[src/rtl/rdp_pkg.sv]
package rdp_pkg;

   typedef enum logic [1:0] {
      LVL0 = 2'd0,
      LVL1 = 2'd1,
      LVL2 = 2'd2
   } rdp_level_e;

   typedef enum logic [2:0] {
      SEQ_IDLE    = 3'd0,
      SEQ_MASS    = 3'd1,
      SEQ_PAGE    = 3'd2,
      SEQ_RAM     = 3'd3,
      SEQ_RESTORE = 3'd4
   } seq_state_e;

endpackage

[src/rtl/rdp_access_gate.sv]
module rdp_access_gate
   import rdp_pkg::*;
(
   input  logic       rst_ni,
   input  rdp_level_e level_i,
   output logic       debug_en_o,
   output logic       boot_ram_ok_o,
   output logic       boot_sys_ok_o,
   output logic       opt_secure_only_o
);

   logic locked;

   assign locked            = (level_i == LVL2);
   // debug stays off for the whole reset phase, whatever the level
   assign debug_en_o        = rst_ni && !locked;
   assign boot_ram_ok_o     = !locked;
   assign boot_sys_ok_o     = !locked;
   assign opt_secure_only_o = locked;

endmodule

[src/rtl/rdp_page_walker.sv]
module rdp_page_walker #(
   parameter int NUM_PAGES = 16,
   parameter bit FAST_SKIP = 1'b1,
   localparam int IDX_W = (NUM_PAGES > 1) ? $clog2(NUM_PAGES) : 1
) (
   input  logic                 clk_i,
   input  logic                 rst_ni,
   input  logic                 start_i,
   input  logic [NUM_PAGES-1:0] prot_i,
   input  logic                 ack_i,
   output logic                 req_o,
   output logic [IDX_W-1:0]     idx_o,
   output logic                 active_o
);

   localparam logic [IDX_W-1:0] LAST_IDX = IDX_W'(NUM_PAGES - 1);

   logic [IDX_W-1:0] idx_q;
   logic             act_q;

   generate
      if (FAST_SKIP) begin : g_fast
         // jump straight to the next unprotected page, no idle cycles
         logic             hit_first, hit_next;
         logic [IDX_W-1:0] pos_first, pos_next;

         always_comb begin
            hit_first = 1'b0;
            hit_next  = 1'b0;
            pos_first = '0;
            pos_next  = '0;
            for (int j = NUM_PAGES - 1; j >= 0; j--) begin
               if (!prot_i[j]) begin
                  hit_first = 1'b1;
                  pos_first = IDX_W'(j);
               end
               if (!prot_i[j] && (j > int'(idx_q))) begin
                  hit_next = 1'b1;
                  pos_next = IDX_W'(j);
               end
            end
         end

         always_ff @(posedge clk_i or negedge rst_ni) begin
            if (!rst_ni) begin
               act_q <= 1'b0;
               idx_q <= '0;
            end else if (start_i) begin
               act_q <= hit_first;
               idx_q <= pos_first;
            end else if (act_q && ack_i) begin
               act_q <= hit_next;
               if (hit_next) idx_q <= pos_next;
            end
         end

         assign req_o = act_q;
      end else begin : g_step
         // one page per cycle; protected pages cost a cycle each
         always_ff @(posedge clk_i or negedge rst_ni) begin
            if (!rst_ni) begin
               act_q <= 1'b0;
               idx_q <= '0;
            end else if (start_i) begin
               act_q <= 1'b1;
               idx_q <= '0;
            end else if (act_q && (prot_i[idx_q] || ack_i)) begin
               if (idx_q == LAST_IDX) act_q <= 1'b0;
               else                   idx_q <= idx_q + 1'b1;
            end
         end

         assign req_o = act_q && !prot_i[idx_q];
      end
   endgenerate

   assign idx_o    = idx_q;
   assign active_o = act_q;

endmodule

[src/rtl/rdp_wipe_seq.sv]
module rdp_wipe_seq
   import rdp_pkg::*;
#(
   parameter int NUM_PAGES = 16,
   parameter bit FAST_SKIP = 1'b1,
   localparam int IDX_W = (NUM_PAGES > 1) ? $clog2(NUM_PAGES) : 1
) (
   input  logic                 clk_i,
   input  logic                 rst_ni,
   input  logic                 start_i,
   input  logic                 full_i,
   input  logic [NUM_PAGES-1:0] page_prot_i,
   input  logic                 mass_ack_i,
   input  logic                 page_ack_i,
   input  logic                 ram_ack_i,
   input  logic                 restore_ack_i,
   output logic                 mass_req_o,
   output logic                 page_req_o,
   output logic [IDX_W-1:0]     page_idx_o,
   output logic                 ram_req_o,
   output logic                 restore_req_o,
   output logic                 code_prot_clr_o,
   output logic                 busy_o,
   output logic                 fin_o
);

   seq_state_e           state_q, state_d;
   logic                 full_q;
   logic [NUM_PAGES-1:0] prot_q;
   logic [NUM_PAGES-1:0] prot_eff;
   logic                 walk_start, walk_req, walk_act;
   logic                 accept;

   assign accept     = (state_q == SEQ_IDLE) && start_i;
   assign walk_start = accept && !full_i;
   // walker needs the mask in the start cycle, before the snapshot lands
   assign prot_eff   = (state_q == SEQ_IDLE) ? page_prot_i : prot_q;

   always_ff @(posedge clk_i or negedge rst_ni) begin
      if (!rst_ni) begin
         state_q <= SEQ_IDLE;
         full_q  <= 1'b0;
         prot_q  <= '0;
      end else begin
         state_q <= state_d;
         if (accept) begin
            full_q <= full_i;
            prot_q <= page_prot_i;
         end
      end
   end

   always_comb begin
      state_d = state_q;
      unique case (state_q)
         SEQ_IDLE:    if (start_i) state_d = full_i ? SEQ_MASS : SEQ_PAGE;
         SEQ_MASS:    if (mass_ack_i) state_d = SEQ_RAM;
         SEQ_PAGE:    if (!walk_act) state_d = SEQ_RAM;
         SEQ_RAM:     if (ram_ack_i) state_d = SEQ_RESTORE;
         SEQ_RESTORE: if (restore_ack_i) state_d = SEQ_IDLE;
         default:     state_d = SEQ_IDLE;
      endcase
   end

   rdp_page_walker #(
      .NUM_PAGES (NUM_PAGES),
      .FAST_SKIP (FAST_SKIP)
   ) u_walker (
      .clk_i    (clk_i),
      .rst_ni   (rst_ni),
      .start_i  (walk_start),
      .prot_i   (prot_eff),
      .ack_i    (page_ack_i && page_req_o),
      .req_o    (walk_req),
      .idx_o    (page_idx_o),
      .active_o (walk_act)
   );

   assign mass_req_o      = (state_q == SEQ_MASS);
   assign page_req_o      = (state_q == SEQ_PAGE) && walk_req;
   assign ram_req_o       = (state_q == SEQ_RAM);
   assign restore_req_o   = (state_q == SEQ_RESTORE);
   assign code_prot_clr_o = (state_q == SEQ_RESTORE) && full_q;
   assign busy_o          = (state_q != SEQ_IDLE);
   assign fin_o           = (state_q == SEQ_RESTORE) && restore_ack_i;

endmodule

[src/rtl/rdp_level_ctrl.sv]
module rdp_level_ctrl
   import rdp_pkg::*;
#(
   parameter int         NUM_PAGES = 16,
   parameter bit         FAST_SKIP = 1'b1,
   parameter logic [7:0] OPEN_CODE = 8'hAA,
   parameter logic [7:0] LOCK_CODE = 8'hCC,
   localparam int IDX_W = (NUM_PAGES > 1) ? $clog2(NUM_PAGES) : 1
) (
   input  logic                 clk_i,
   input  logic                 rst_ni,
   input  logic [7:0]           prot_byte_i,
   input  logic                 code_wipe_i,
   input  logic [NUM_PAGES-1:0] page_prot_i,
   input  logic                 reload_sw_i,
   input  logic                 reload_wake_i,
   input  logic                 mass_ack_i,
   input  logic                 page_ack_i,
   input  logic                 ram_ack_i,
   input  logic                 restore_ack_i,
   output logic [1:0]           level_o,
   output logic                 debug_en_o,
   output logic                 boot_ram_ok_o,
   output logic                 boot_sys_ok_o,
   output logic                 opt_secure_only_o,
   output logic                 mass_req_o,
   output logic                 page_req_o,
   output logic [IDX_W-1:0]     page_idx_o,
   output logic                 ram_req_o,
   output logic                 restore_req_o,
   output logic                 code_prot_clr_o,
   output logic                 busy_o,
   output logic                 done_o
);

   generate
      if (NUM_PAGES < 2) begin : g_chk_pages
         $error("rdp_level_ctrl: NUM_PAGES must be at least 2");
      end
      if (OPEN_CODE == LOCK_CODE) begin : g_chk_codes
         $error("rdp_level_ctrl: OPEN_CODE and LOCK_CODE must differ");
      end
   endgenerate

   rdp_level_e level_q, req_lvl;
   logic       por_pend_q;
   logic       run_reload;
   logic       start_wipe;
   logic       wipe_fin;
   logic       seq_busy;

   always_comb begin
      if (prot_byte_i == OPEN_CODE)      req_lvl = LVL0;
      else if (prot_byte_i == LOCK_CODE) req_lvl = LVL2;
      else                               req_lvl = LVL1;
   end

   assign run_reload = (reload_sw_i || reload_wake_i) && !seq_busy && !por_pend_q;
   assign start_wipe = run_reload && (level_q == LVL1) && (req_lvl == LVL0);

   always_ff @(posedge clk_i or negedge rst_ni) begin
      if (!rst_ni) begin
         level_q    <= LVL2;   // most restrictive until the byte is loaded
         por_pend_q <= 1'b1;
         done_o     <= 1'b0;
      end else begin
         por_pend_q <= 1'b0;
         done_o     <= 1'b0;
         if (wipe_fin) begin
            level_q <= LVL0;
            done_o  <= 1'b1;
         end else if (por_pend_q) begin
            level_q <= req_lvl;
         end else if (run_reload && (level_q != LVL2) && !start_wipe) begin
            level_q <= req_lvl;
         end
      end
   end

   rdp_wipe_seq #(
      .NUM_PAGES (NUM_PAGES),
      .FAST_SKIP (FAST_SKIP)
   ) u_seq (
      .clk_i           (clk_i),
      .rst_ni          (rst_ni),
      .start_i         (start_wipe),
      .full_i          (code_wipe_i),
      .page_prot_i     (page_prot_i),
      .mass_ack_i      (mass_ack_i),
      .page_ack_i      (page_ack_i),
      .ram_ack_i       (ram_ack_i),
      .restore_ack_i   (restore_ack_i),
      .mass_req_o      (mass_req_o),
      .page_req_o      (page_req_o),
      .page_idx_o      (page_idx_o),
      .ram_req_o       (ram_req_o),
      .restore_req_o   (restore_req_o),
      .code_prot_clr_o (code_prot_clr_o),
      .busy_o          (seq_busy),
      .fin_o           (wipe_fin)
   );

   rdp_access_gate u_gate (
      .rst_ni            (rst_ni),
      .level_i           (level_q),
      .debug_en_o        (debug_en_o),
      .boot_ram_ok_o     (boot_ram_ok_o),
      .boot_sys_ok_o     (boot_sys_ok_o),
      .opt_secure_only_o (opt_secure_only_o)
   );

   assign level_o = level_q;
   assign busy_o  = seq_busy;

endmodule

[config.mk]
export PLATFORM = sky130hd
export DESIGN_NAME = rdp_level_ctrl
export DESIGN_NICKNAME = d
export VERILOG_FILES = /design/src/rtl/rdp_pkg.sv /design/src/rtl/rdp_access_gate.sv /design/src/rtl/rdp_page_walker.sv /design/src/rtl/rdp_wipe_seq.sv /design/src/rtl/rdp_level_ctrl.sv
export SDC_FILE = /design/constraint.sdc
export NUM_CORES = 1
export LEC_CHECK = 0
export BUFFER_PORTS_ARGS = -buffer_cell sky130_fd_sc_hd__buf_4
export CAP_MARGIN = 10
export CORE_MARGIN = 3
export CORE_UTILIZATION = 35
export DETAILED_ROUTE_END_ITERATION = 10
export GPL_TIMING_DRIVEN = 0
export PLACE_DENSITY = 0.59
export RECOVER_POWER = 25
export SETUP_SLACK_MARGIN = 0.15
export SLEW_MARGIN = 5
export SYNTH_ARGS = -nofsm -noshare
export SYNTH_HDL_FRONTEND = slang
export SYNTH_SLANG_ARGS = --single-unit
export TNS_END_PERCENT = 50
[constraint.sdc]
create_clock -name clk_i -period 2.8 [get_ports clk_i]
set_input_delay 0.14 -clock clk_i [delete_from_list [all_inputs] [get_ports clk_i]]
set_output_delay 0.14 -clock clk_i [all_outputs]
set_load 0.02 [all_outputs]
# == Yosys cells after proc, flatten, opt, wreduce, memory -nomap -nowiden ==
# Cells that the tools add are included.
# word_totals
reg_bits,29
elab_cells,176
inputBits,33
# classes
n_reduce_logical,58
mux,81
n_lt_le_gt_ge,15
n_eq_ne,14
# op_table
cell,count
$mux 4,34
$mux 1,34
$gt 4x4->1 const A,8
$logic_and 1x1->1,29
$logic_not 1->1,20
$eq 8x8->1 const B,2
$gt 3x4->1 const A,4
$mux 16,1
$mux 3,5
$pmux 3 s5,1
$mux 2,6
$ne 2x2->1 const B,6
$gt 2x4->1 const A,2
$eq 3x2->1 const B,2
$reduce_bool 3->1,2
$reduce_and 5->1,1
$gt 1x4->1 const A,1
$reduce_bool 2->1,2
$eq 3x1->1 const B,1
$eq 3x3->1 const B,1
$logic_not 3->1,1
$eq 2x1->1 const B,1
$eq 2x2->1 const B,1
$logic_not 2->1,1
2 further kinds,2

# == Depth between registers and ports, before layout ==
# Gate-level depths: netlist (run 1).
# logic_depth
depth_word,22
depth_mapped,11

# == By module ==
# Synthesis (run 1) repeated with hierarchy kept, for this count alone.
# unflattened
hier_cells,228
hier_area_um2,2193.4
# by_module_without_submodules
mod,seq_area_each_um2,area_per_inst_um2,instances,cells_each
rdp_wipe_seq,500.5,1117.3,1,80
rdp_page_walker,125.1,809.5,1,124
rdp_level_ctrl,102.6,235.2,1,20
rdp_access_gate,0.0,31.3,1,4

# == Worst setup path before layout (run 1) ==
# OpenSTA, ideal clock, no wires.
# synth_path
path_type,register to register
start,register u_seq.state_q[0]
end,"register u_seq.u_walker.idx_q[2], in the netlist u_seq.u_walker.idx_o[2]"
setup_time_ns,0.128
setup_slack_ns,0.254
stages_incl_launch_ff,7
t_arrival_ns,2.418
period_less_slack_ns,2.546
n_path_buf,2
cell_sequence,dfrtp_1 buf_2 buf_1 nor4b_1 a21o_1 o41ai_4 mux2_1
# synth_via
word_cells_on_any_way,96
classes_between,1 x eq/ne; 50 x mux; 45 x reduce/logical
# synth_lines
element,line,text
from (decl),rdp_wipe_seq.sv:27,"seq_state_e state_q, state_d;"
from (signal assigned),rdp_wipe_seq.sv:45,state_q <= state_d;
$eq 3x2->1,rdp_wipe_seq.sv:80,assign page_req_o = (state_q == SEQ_PAGE) && walk_req;
$logic_and 1x1->1,rdp_wipe_seq.sv:80,
named net page_req_o,rdp_level_ctrl.sv:27,"output logic page_req_o,"
$logic_and 1x1->1,rdp_wipe_seq.sv:73,".ack_i (page_ack_i && page_req_o),"
$logic_and 1x1->1,rdp_page_walker.sv:51,end else if (act_q && ack_i) begin
$reduce_bool 2->1 (no line),n/a,
$reduce_and 2->1 (no line),n/a,
to (signal assigned),rdp_page_walker.sv:50,idx_q <= pos_first;
to (signal assigned),rdp_page_walker.sv:53,if (hit_next) idx_q <= pos_next;
to (decl),rdp_page_walker.sv:18,logic [IDX_W-1:0] idx_q;
# The timed path passes the listed nets, and every way through them passes these cells. The select of a mux whose other input is x is not followed.
# A chain may end at the register's enable or synchronous reset.

# == Worst setup path after layout (run 1) ==
# layout_path
start,register u_seq.state_q[1]
end,"register u_seq.u_walker.idx_q[0], in the netlist u_seq.u_walker.idx_o[0]"
# layout_via
elab_chain_cells,22
word_cells_on_any_way,96
classes_between,1 x eq/ne; 50 x mux; 45 x reduce/logical
# layout_rtl
element,line,text
$logic_not 3->1,"rdp_wipe_seq.sv:34, rdp_wipe_seq.sv:37",
$mux 16,rdp_wipe_seq.sv:37,assign prot_eff = (state_q == SEQ_IDLE) ? page_prot_i : prot_q;
$logic_not 1->1,n/a,
$logic_and 1x1->1,rdp_page_walker.sv:37,if (!prot_i[j] && (j > int'(idx_q))) begin
$mux 4 (15 in series),rdp_page_walker.sv:37,
$mux 4,rdp_page_walker.sv:53,
$mux 4,rdp_page_walker.sv:51,
$mux 4,rdp_page_walker.sv:48,end else if (start_i) begin
# Parallel ways exist; a longest one is shown, timed or not. The select of a mux whose other input is x is not followed.

==> results of run 1 <==
where the power goes:
group	total, uW	internal, uW	switching [uW]
sequential	522	483	39.3
combinational	1690	766	919
clock	455	290	165
logic make-up after synthesis:
logic type                 Yosys count  synth area share (%)
and+or+nand+nor                    106                  26.3
AOI/OAI and AO/OA                   72                  22.7
muxes                               29                  13.6
DFF                                 29                  31.1
buffers and inverters               26                  5.61
adders and majority gates            1                 0.428
other                                1                 0.160
layout by cell type, fill, tap and decap left out, types with 6 or more instances in the layout:
cell,n
sky130_fd_sc_hd__a21oi_1,15
sky130_fd_sc_hd__mux2_2,18
sky130_fd_sc_hd__nor2_1,15
sky130_fd_sc_hd__nand2_1,30
sky130_fd_sc_hd__clkbuf_1,6
sky130_fd_sc_hd__inv_1,8
sky130_fd_sc_hd__buf_4,65
sky130_fd_sc_hd__dfrtp_1,27
sky130_fd_sc_hd__o21ai_0,11
sky130_fd_sc_hd__clkbuf_8,6
layout make-up:
class / count / area, sq um / share of cell area [%]
inverter: 9 / 33.8 / 1.05
sequential: 29 / 728 / 22.7
clock inverter: 1 / 30.0 / 0.938
multi-input combinational: 209 / 1610 / 50.2
timing repair buffer: 66 / 507 / 15.8
clock buffer: 7 / 86.3 / 2.70
buffer: 17 / 115 / 3.59
tap: 77 / 96.3 / 3.01
repair_timing:
| action | CTS | global route |
|---|---|---|
| pin swaps | 1 | 12 |
| gates resized for setup | 7 | 27 |
| hold buffers | 1 | 0 |
| setup endpoints to repair | 7 | 13 |
| buffers inserted | 0 | 16 |
| hold endpoints to repair | 27 | 0 |
flip-flops by register name, indices dropped and copies added (netlist names):
register / cells
u_seq.full_q: 1
level_o: 2
u_seq.prot_q: 16
u_seq.state_q: 3
u_seq.u_walker.active_o: 1
u_seq.u_walker.idx_o: 4
done_o: 1
por_pend_q: 1
metrics by stage:
step	TNS, ns	area, sq um	total power [uW]	utilization, %
after floorplan	0	2340	1520	-
after detailed placement	-0.117	2810	1920	43.7
after CTS	0	2960	2420	46.2
after global placement	-0.115	2810	1910	43.7
after global routing	0	3200	2840	49.9
final	0	3200	2660	49.9
worst max-delay path, delay by kind of cell (launching register included):
kind	cells	cell delay [ns]
multiplexers	1	0.27
AND/OR/NAND/NOR	4	1.47
buffers and inverters	2	0.23
AO/OA/AOI/OAI	2	0.21
flip-flops	1	0.37
worst min-delay path by stage:
stage	from	end	cells after the start
detailed placement	rst_ni	u_seq.prot_q[15]	1
global placement	rst_ni	u_seq.prot_q[15]	1
finish	restore_ack_i	u_seq.state_q[2]	2
global route	page_prot_i[0]	u_seq.prot_q[0]	2
CTS	restore_ack_i	u_seq.state_q[2]	2
floorplan	rst_ni	done_o	0
per-layer routing:
| metal | vias to the layer above | part of all wire, % | track usage, % |
|---|---|---|---|
| met5 | - | 0 | 0 |
| met4 | 0 | 1.0 | 5.16 |
| met3 | 8 | 5.2 | 3.29 |
| met2 | 71 | 50 | 31.9 |
| met1 | 1136 | 44 | 24.4 |
| li1 | 1139 | - | - |
==> reports/metrics.sh, run 1 <==
OUTCOME='finished, violations left'
VIOLATIONS='max-capacitance violations, max-slew violations'
TIMING.CRITICAL_PATH.ARRIVAL_NS=2.84
YOSYSTOPAREACELLSHARE_PCT=28.9
IO_BUFFERS=49
POST-ROUTE-MIN-PERIOD_NS=2.68
SYNTH_REGISTER_BITS=29
FINALHOLDVIOLATIONS=0
END_KIND='flip-flop'
YOSYSUNIQUECELLTYPES=66
TIMING.CRITICAL_PATH.SLOWEST_CELL_DELAY_NS=0.52
DPL_WORST_SLACK_NS=-0.117
HTREE_LEVELS=2
SYNTHTOPCELLSBYCOUNT='sky130_fd_sc_hd__nand2_1 (30), sky130_fd_sc_hd__dfrtp_1 (27), sky130_fd_sc_hd__mux2_2 (19)'
POSTSYNTHNETCOUNT=297
GRT_PASS1_VIAS=2300
TIMING.RR.START='u_seq.state_q[1]'
HOLD_CLASS='primary input to flip-flop'
CLOCK_ROOT_CELL='sky130_fd_sc_hd__clkbuf_8'
SYNTH_TOP_AREA_CELL='sky130_fd_sc_hd__dfrtp_1'
CPMAXSTAGEDELAYCELL='sky130_fd_sc_hd__or4b_4'
LAYOUTNONFILLERINSTCOUNT=415
ANTENNA_FOUND_INITIAL=0
AVGVIACOUNTPERCELL=5.67
CLOCK-SINKS=29
CRITPATHLAUNCH='u_seq.state_q[1]'
CLK-INSERTION-DELAY-LATE_NS=0.28
TIGHTEST_SLEW_NS=1.59
POST-ROUTE-WORST-SETUP-SLACK_NS=0.119
DR_TOTAL_VIAS=2354
HALF_PERIMETER_WIRE_LENGTH_AFTER_PLACEMENT_UM=5260
SYNTH_ASYNC_SR_FLOP_SHARE_PCT=100
FINISH.NET_COUNT=370
ROWS=29
IRDROPWORSTVDD_mV=0.568
TIMING.CRITICAL_PATH.CELLS='buf_6, nor3_4, inv_2, or3_4, or2_4, o21ai_4, a211oi_2, or4b_4, mux2_4'
FINAL.PERIOD_UTILIZATION_PCT=95.7
GRT.TOTAL_USAGE_PCT=18.8
ENDPOINT='u_seq.u_walker.idx_o[0]'
CTS-ROOT-TO-SINK-BUFFERS=2
FILLERS=610
SYNTH-SEQ-AREA-SHARE_PCT=31.1
INSERTEDDIODECOUNT=0
LEAKAGE_uW=0.00140
START_UTIL_PCT=36.5
MAXCLOCKFREQUENCY_MHz=373
MAX-CAP-VIOLATIONS=1
DIE_AREA_SQ_UM=7710
PLACE_INST=390
WORSTPATHMAXFANOUT=5
WL_PER_CELL_UM=17.0
DETAIL-ROUTE-ANTENNA-NETS=0
TOTAL_CORE_AREA_SQ_UM=6420
TRITONCTS='yes'
GP_CONGESTION=0.870
FIRST_PASS_ITERS=5
GRT_PASS1_WL_UM=11400
SYN_INST=264
SLEW_HEADROOM_PCT=-6.00
CRIT-REG2REG-CAPTURE='u_seq.u_walker.idx_o[0]'
NUMCTSBUFFERS=5
SYN_TO_FINAL_GROWTH_PCT=36.8
GRT_MAX_DEGREE=31
PATH_CLASS='flip-flop to flip-flop'
CLKTRANSATPATHREGS_NS=0.06
SYNTHESIS.AREA_SQ_UM=2340
POWER.DENSITY_nW_PER_UM2=831
DIE_WIDTH_UM=87.8
SKEW_NS=0.00880
TOP_LEVEL_PORTS=50
OVERFLOW_LEFT_AFTER_GLOBAL_ROUTING=0
WORST-R2R-SETUP-SLACK_NS=0.12
START_KIND='flip-flop'
MOST_USED_STANDARD_CELL_BY_INSTANCE_COUNT_AFTER_SYNTHESIS='sky130_fd_sc_hd__nand2_1'
DIE-HEIGHT_UM=87.8
DRC=0
WIRELENGTH_UM=7070
WORST_EP_REQUIRED_TIME_NS=2.96
DRIVE_GT1_SHARE_PCT=39.1
AVGSYNTHCELLAREA_SQ_UM=8.87
HOLD-WORST-SLACK_NS=0.0641
UNREPAIRED_SETUP_ENDPOINTS_AFTER_GLOBAL_ROUTING='yes'
TOTAL_OF_WARNINGS_RAISED_BY_YOSYS=0
YS_DOMINANT_REG_CELL='sky130_fd_sc_hd__dfrtp_1'
R2R.WORST_PATH.CELLS=9
DRT-INITIAL-DRC-COUNT=143
FINALMAXSLEWVIOLATIONS=31
YS_TOP_CELLS_BY_AREA='sky130_fd_sc_hd__dfrtp_1 (29%), sky130_fd_sc_hd__mux2_2 (9.1%), sky130_fd_sc_hd__nand2_1 (4.8%)'
REPORT.FINAL.SETUP_VIOL=0
SYNTH_ENABLE_FLOP_CELLS=0
Note: power is estimated with default switching activity, not from simulation.
==> inputs of run 2 (changes only) <==
- MAX_ROUTING_LAYER: default -> met4
==> run 2 against run 1 <==
Against the previous run:
- the run still ends with max-capacitance violations, max-slew violations left
- first-iteration DRC count increased by 2.1%
- critical path depth unchanged
- worst setup slack got worse by 0.0066 ns
- utilization decreased by 0.25 points
- sequential cell count unchanged
- fmax decreased by 0.25%
- die area unchanged
- cell count decreased by 0.24%
- clock skew increased by 0.00067 ns
- design area decreased by 0.51%
- sequential power about the same
- global-route usage increased by 0.56 points
- largest cell class unchanged
- largest power group unchanged
- highest routed layer unchanged
==> reports/metrics.sh, run 2 (synthesis gave the netlist of run 1 again) <==
TOP_LEVEL_PORTS=50
IO_BUFFERS=49
START_UTIL_PCT=36.5
DRC=0
WORST_HOLD_STARTPOINT='restore_ack_i'
LARGEST_REG_FLOPS=16
WORST-R2R-SETUP-SLACK_NS=0.11
FIRST_PASS_ITERS=4
WORSTPATHMAXFANOUT=6
POWER.SEQUENTIAL.FRACTION_PCT=19.7
VIOLATIONS='max-capacitance violations, max-slew violations'
GRT_PASS1_WL_UM=11400
DELAY_HEAVIEST_FAMILY_CP='simple AND/OR/NAND/NOR gates'
FINALMAXSLEWVIOLATIONS=31
DETAIL-ROUTE-ANTENNA-NETS=0
LAYOUT_COMMON_CELLS='sky130_fd_sc_hd__buf_4 (64), sky130_fd_sc_hd__nand2_1 (30), sky130_fd_sc_hd__dfrtp_1 (27)'
POST-ROUTE-MIN-PERIOD_NS=2.69
IRDROPWORSTVDD_mV=0.570
WIRELENGTH_UM=6990
INSERTEDDIODECOUNT=0
AVGVIACOUNTPERCELL=5.68
GRT_MAX_DEGREE=31
POWER.SWITCHING_FRACTION_PCT=42.0
TOTAL_CORE_AREA_SQ_UM=6420
WORST_EP_REQUIRED_TIME_NS=2.96
NUMCTSBUFFERS=5
LEAKAGE_uW=0.00139
POWER_FRAC_CLOCK_PCT=17.4
CLKTRANSATPATHREGS_NS=0.07
MAX-CAP-VIOLATIONS=1
DRT-INITIAL-DRC-COUNT=146
TRITONCTS='yes'
START_KIND='flip-flop'
PLACE_INST=390
SLEW_HEADROOM_PCT=-6.30
UNREPAIRED_SETUP_ENDPOINTS_AFTER_GLOBAL_ROUTING='yes'
LAYOUTNONFILLERINSTCOUNT=414
SKEW_NS=0.00947
DRIVE_GT1_SHARE_PCT=38.9
TIMING.RR.START='u_seq.state_q[1]'
HOLD_CLASS='primary input to flip-flop'
LARGEST-REGISTER='u_seq.prot_q'
END_KIND='flip-flop'
FINALHOLDVIOLATIONS=0
TIMING.CRITICAL_PATH.CELLS='buf_6, nor3_4, inv_2, or3_4, or2_4, o21ai_4, a211oi_2, or4b_4, mux2_4'
DIE-HEIGHT_UM=87.8
CTS-ROOT-TO-SINK-BUFFERS=2
MAXCLOCKFREQUENCY_MHz=372
WHS_PATH_DEPTH=2
P_INT_uW=1530
TIMING.CRITICAL_PATH.ARRIVAL_NS=2.85
FINISH.NET_COUNT=369
POWER.DENSITY_nW_PER_UM2=829
HOLD-PATH-ENDPOINT='u_seq.state_q[2]'
FILLERS=618
TIGHTEST_SLEW_NS=1.59
GRT_PASS1_VIAS=2312
GP_CONGESTION=0.885
FINAL.PERIOD_UTILIZATION_PCT=96.0
POWER_SWITCHING_uW=1110
WL_PER_CELL_UM=16.9
CLOCK_ROOT_CELL='sky130_fd_sc_hd__clkbuf_8'
OVERFLOW_LEFT_AFTER_GLOBAL_ROUTING=0
PATH_CLASS='flip-flop to flip-flop'
PLACED_CELL_AREA_SQ_UM=2810
SYN_TO_FINAL_GROWTH_PCT=36.1
DIE_WIDTH_UM=87.8
OUTCOME='finished, violations left'
HALF_PERIMETER_WIRE_LENGTH_AFTER_PLACEMENT_UM=5260
CPMAXSTAGEDELAYCELL='sky130_fd_sc_hd__or4b_4'
LAYOUT_COMMONEST_CELL='sky130_fd_sc_hd__buf_4'
POSTLAYOUTCELLAREA_SQ_UM=3190
GRT.TOTAL_USAGE_PCT=19.3
CLOCK-SINKS=29
DR_TOTAL_VIAS=2351
REPORT.FINAL.SETUP_VIOL=0
HTREE_LEVELS=2
DIE_AREA_SQ_UM=7710
TIMING.CRITICAL_PATH.SLOWEST_CELL_DELAY_NS=0.52
CRIT-REG2REG-CAPTURE='u_seq.u_walker.idx_o[0]'
ANTENNA_FOUND_INITIAL=0
CRITPATHBUFINV=2
COMBINATIONALPOWERSHARE_PCT=62.9
ROWS=29
R2R.WORST_PATH.CELLS=9
CLK-INSERTION-DELAY-LATE_NS=0.28
-- run 2: per-layer routing --
metal | track usage [%] | up-vias | wire (um)
li1 | - | 1141 | -
met1 | 24.5 | 1128 | 3040
met2 | 31.9 | 77 | 3490
met3 | 3.01 | 5 | 409
met4 | 5.16 | 0 | 44
met5 | - | - | 0
-- run 2: power by group through the flow --
| stage | Combinational (uW) | Sequential, uW | Clock [uW] |
|---|---|---|---|
| 6_report | 1660 | 521 | 458 |
| 5_1_grt | 1800 | 533 | 487 |
| 4_1_cts | 1430 | 521 | 465 |
| 3_5_place_dp | 1390 | 529 | 0 |
| 3_3_place_gp | 1390 | 526 | 0 |
| 2_1_floorplan | 967 | 553 | 0 |
-- run 2: timing repair --
action | 4_1_cts | 5_1_grt
setup buffers | 0 | 15
resized for setup | 7 | 26
hold buffers | 1 | 0
endpoints found under the setup margin | 7 | 13
pin swaps | 1 | 12
hold endpoints to repair | 27 | 0
-- run 2: how the worst max path moves through the flow --
stage                     startpoint                      end  slack, ns  cells after the start
CTS                 u_seq.state_q[1]  u_seq.u_walker.idx_o[0]       0.11                     10
floorplan           u_seq.state_q[0]  u_seq.u_walker.idx_o[2]       0.25                      6
global route        u_seq.state_q[1]  u_seq.u_walker.idx_o[0]       0.03                      9
detailed placement  u_seq.state_q[1]  u_seq.u_walker.idx_o[0]      -0.12                     10
global placement    u_seq.state_q[1]  u_seq.u_walker.idx_o[0]      -0.11                     10
finish              u_seq.state_q[1]  u_seq.u_walker.idx_o[0]       0.11                      9
-- run 2: area by class of cell --
| cell class | instances | area, sq um | area share (%) |
|---|---|---|---|
| multi-input cells | 209 | 1600 | 50.1 |
| well taps | 77 | 96.3 | 3.02 |
| flip-flops and latches | 29 | 728 | 22.9 |
| clock inverters | 1 | 30.0 | 0.942 |
| plain buffers | 17 | 115 | 3.61 |
| inverters | 9 | 33.8 | 1.06 |
| clock buffers | 7 | 86.3 | 2.71 |
| repair buffers | 65 | 499 | 15.7 |
-- run 2: worst reg2reg max path, delay by kind of cell, from the launching register on --
| kind | cells | cell delay, ns |
|---|---|---|
| compound gates | 2 | 0.21 |
| buf+inv | 2 | 0.23 |
| simple gates | 4 | 1.47 |
| flops | 1 | 0.37 |
| mux | 1 | 0.27 |
-- run 2: stage by stage --
step	setup WS (ns)	util [%]	TNS, ns	hold slack [ns]	power (uW)
finish	0.112	49.6	0	0.0607	2640
global route	0.0300	49.6	0	0.0974	2820
CTS	0.108	46.2	0	0.0596	2420
detailed placement	-0.117	43.7	-0.117	0.0975	1920
global placement	-0.115	43.7	-0.115	0.0941	1910
floorplan	0.254	-	0	-0.156	1520
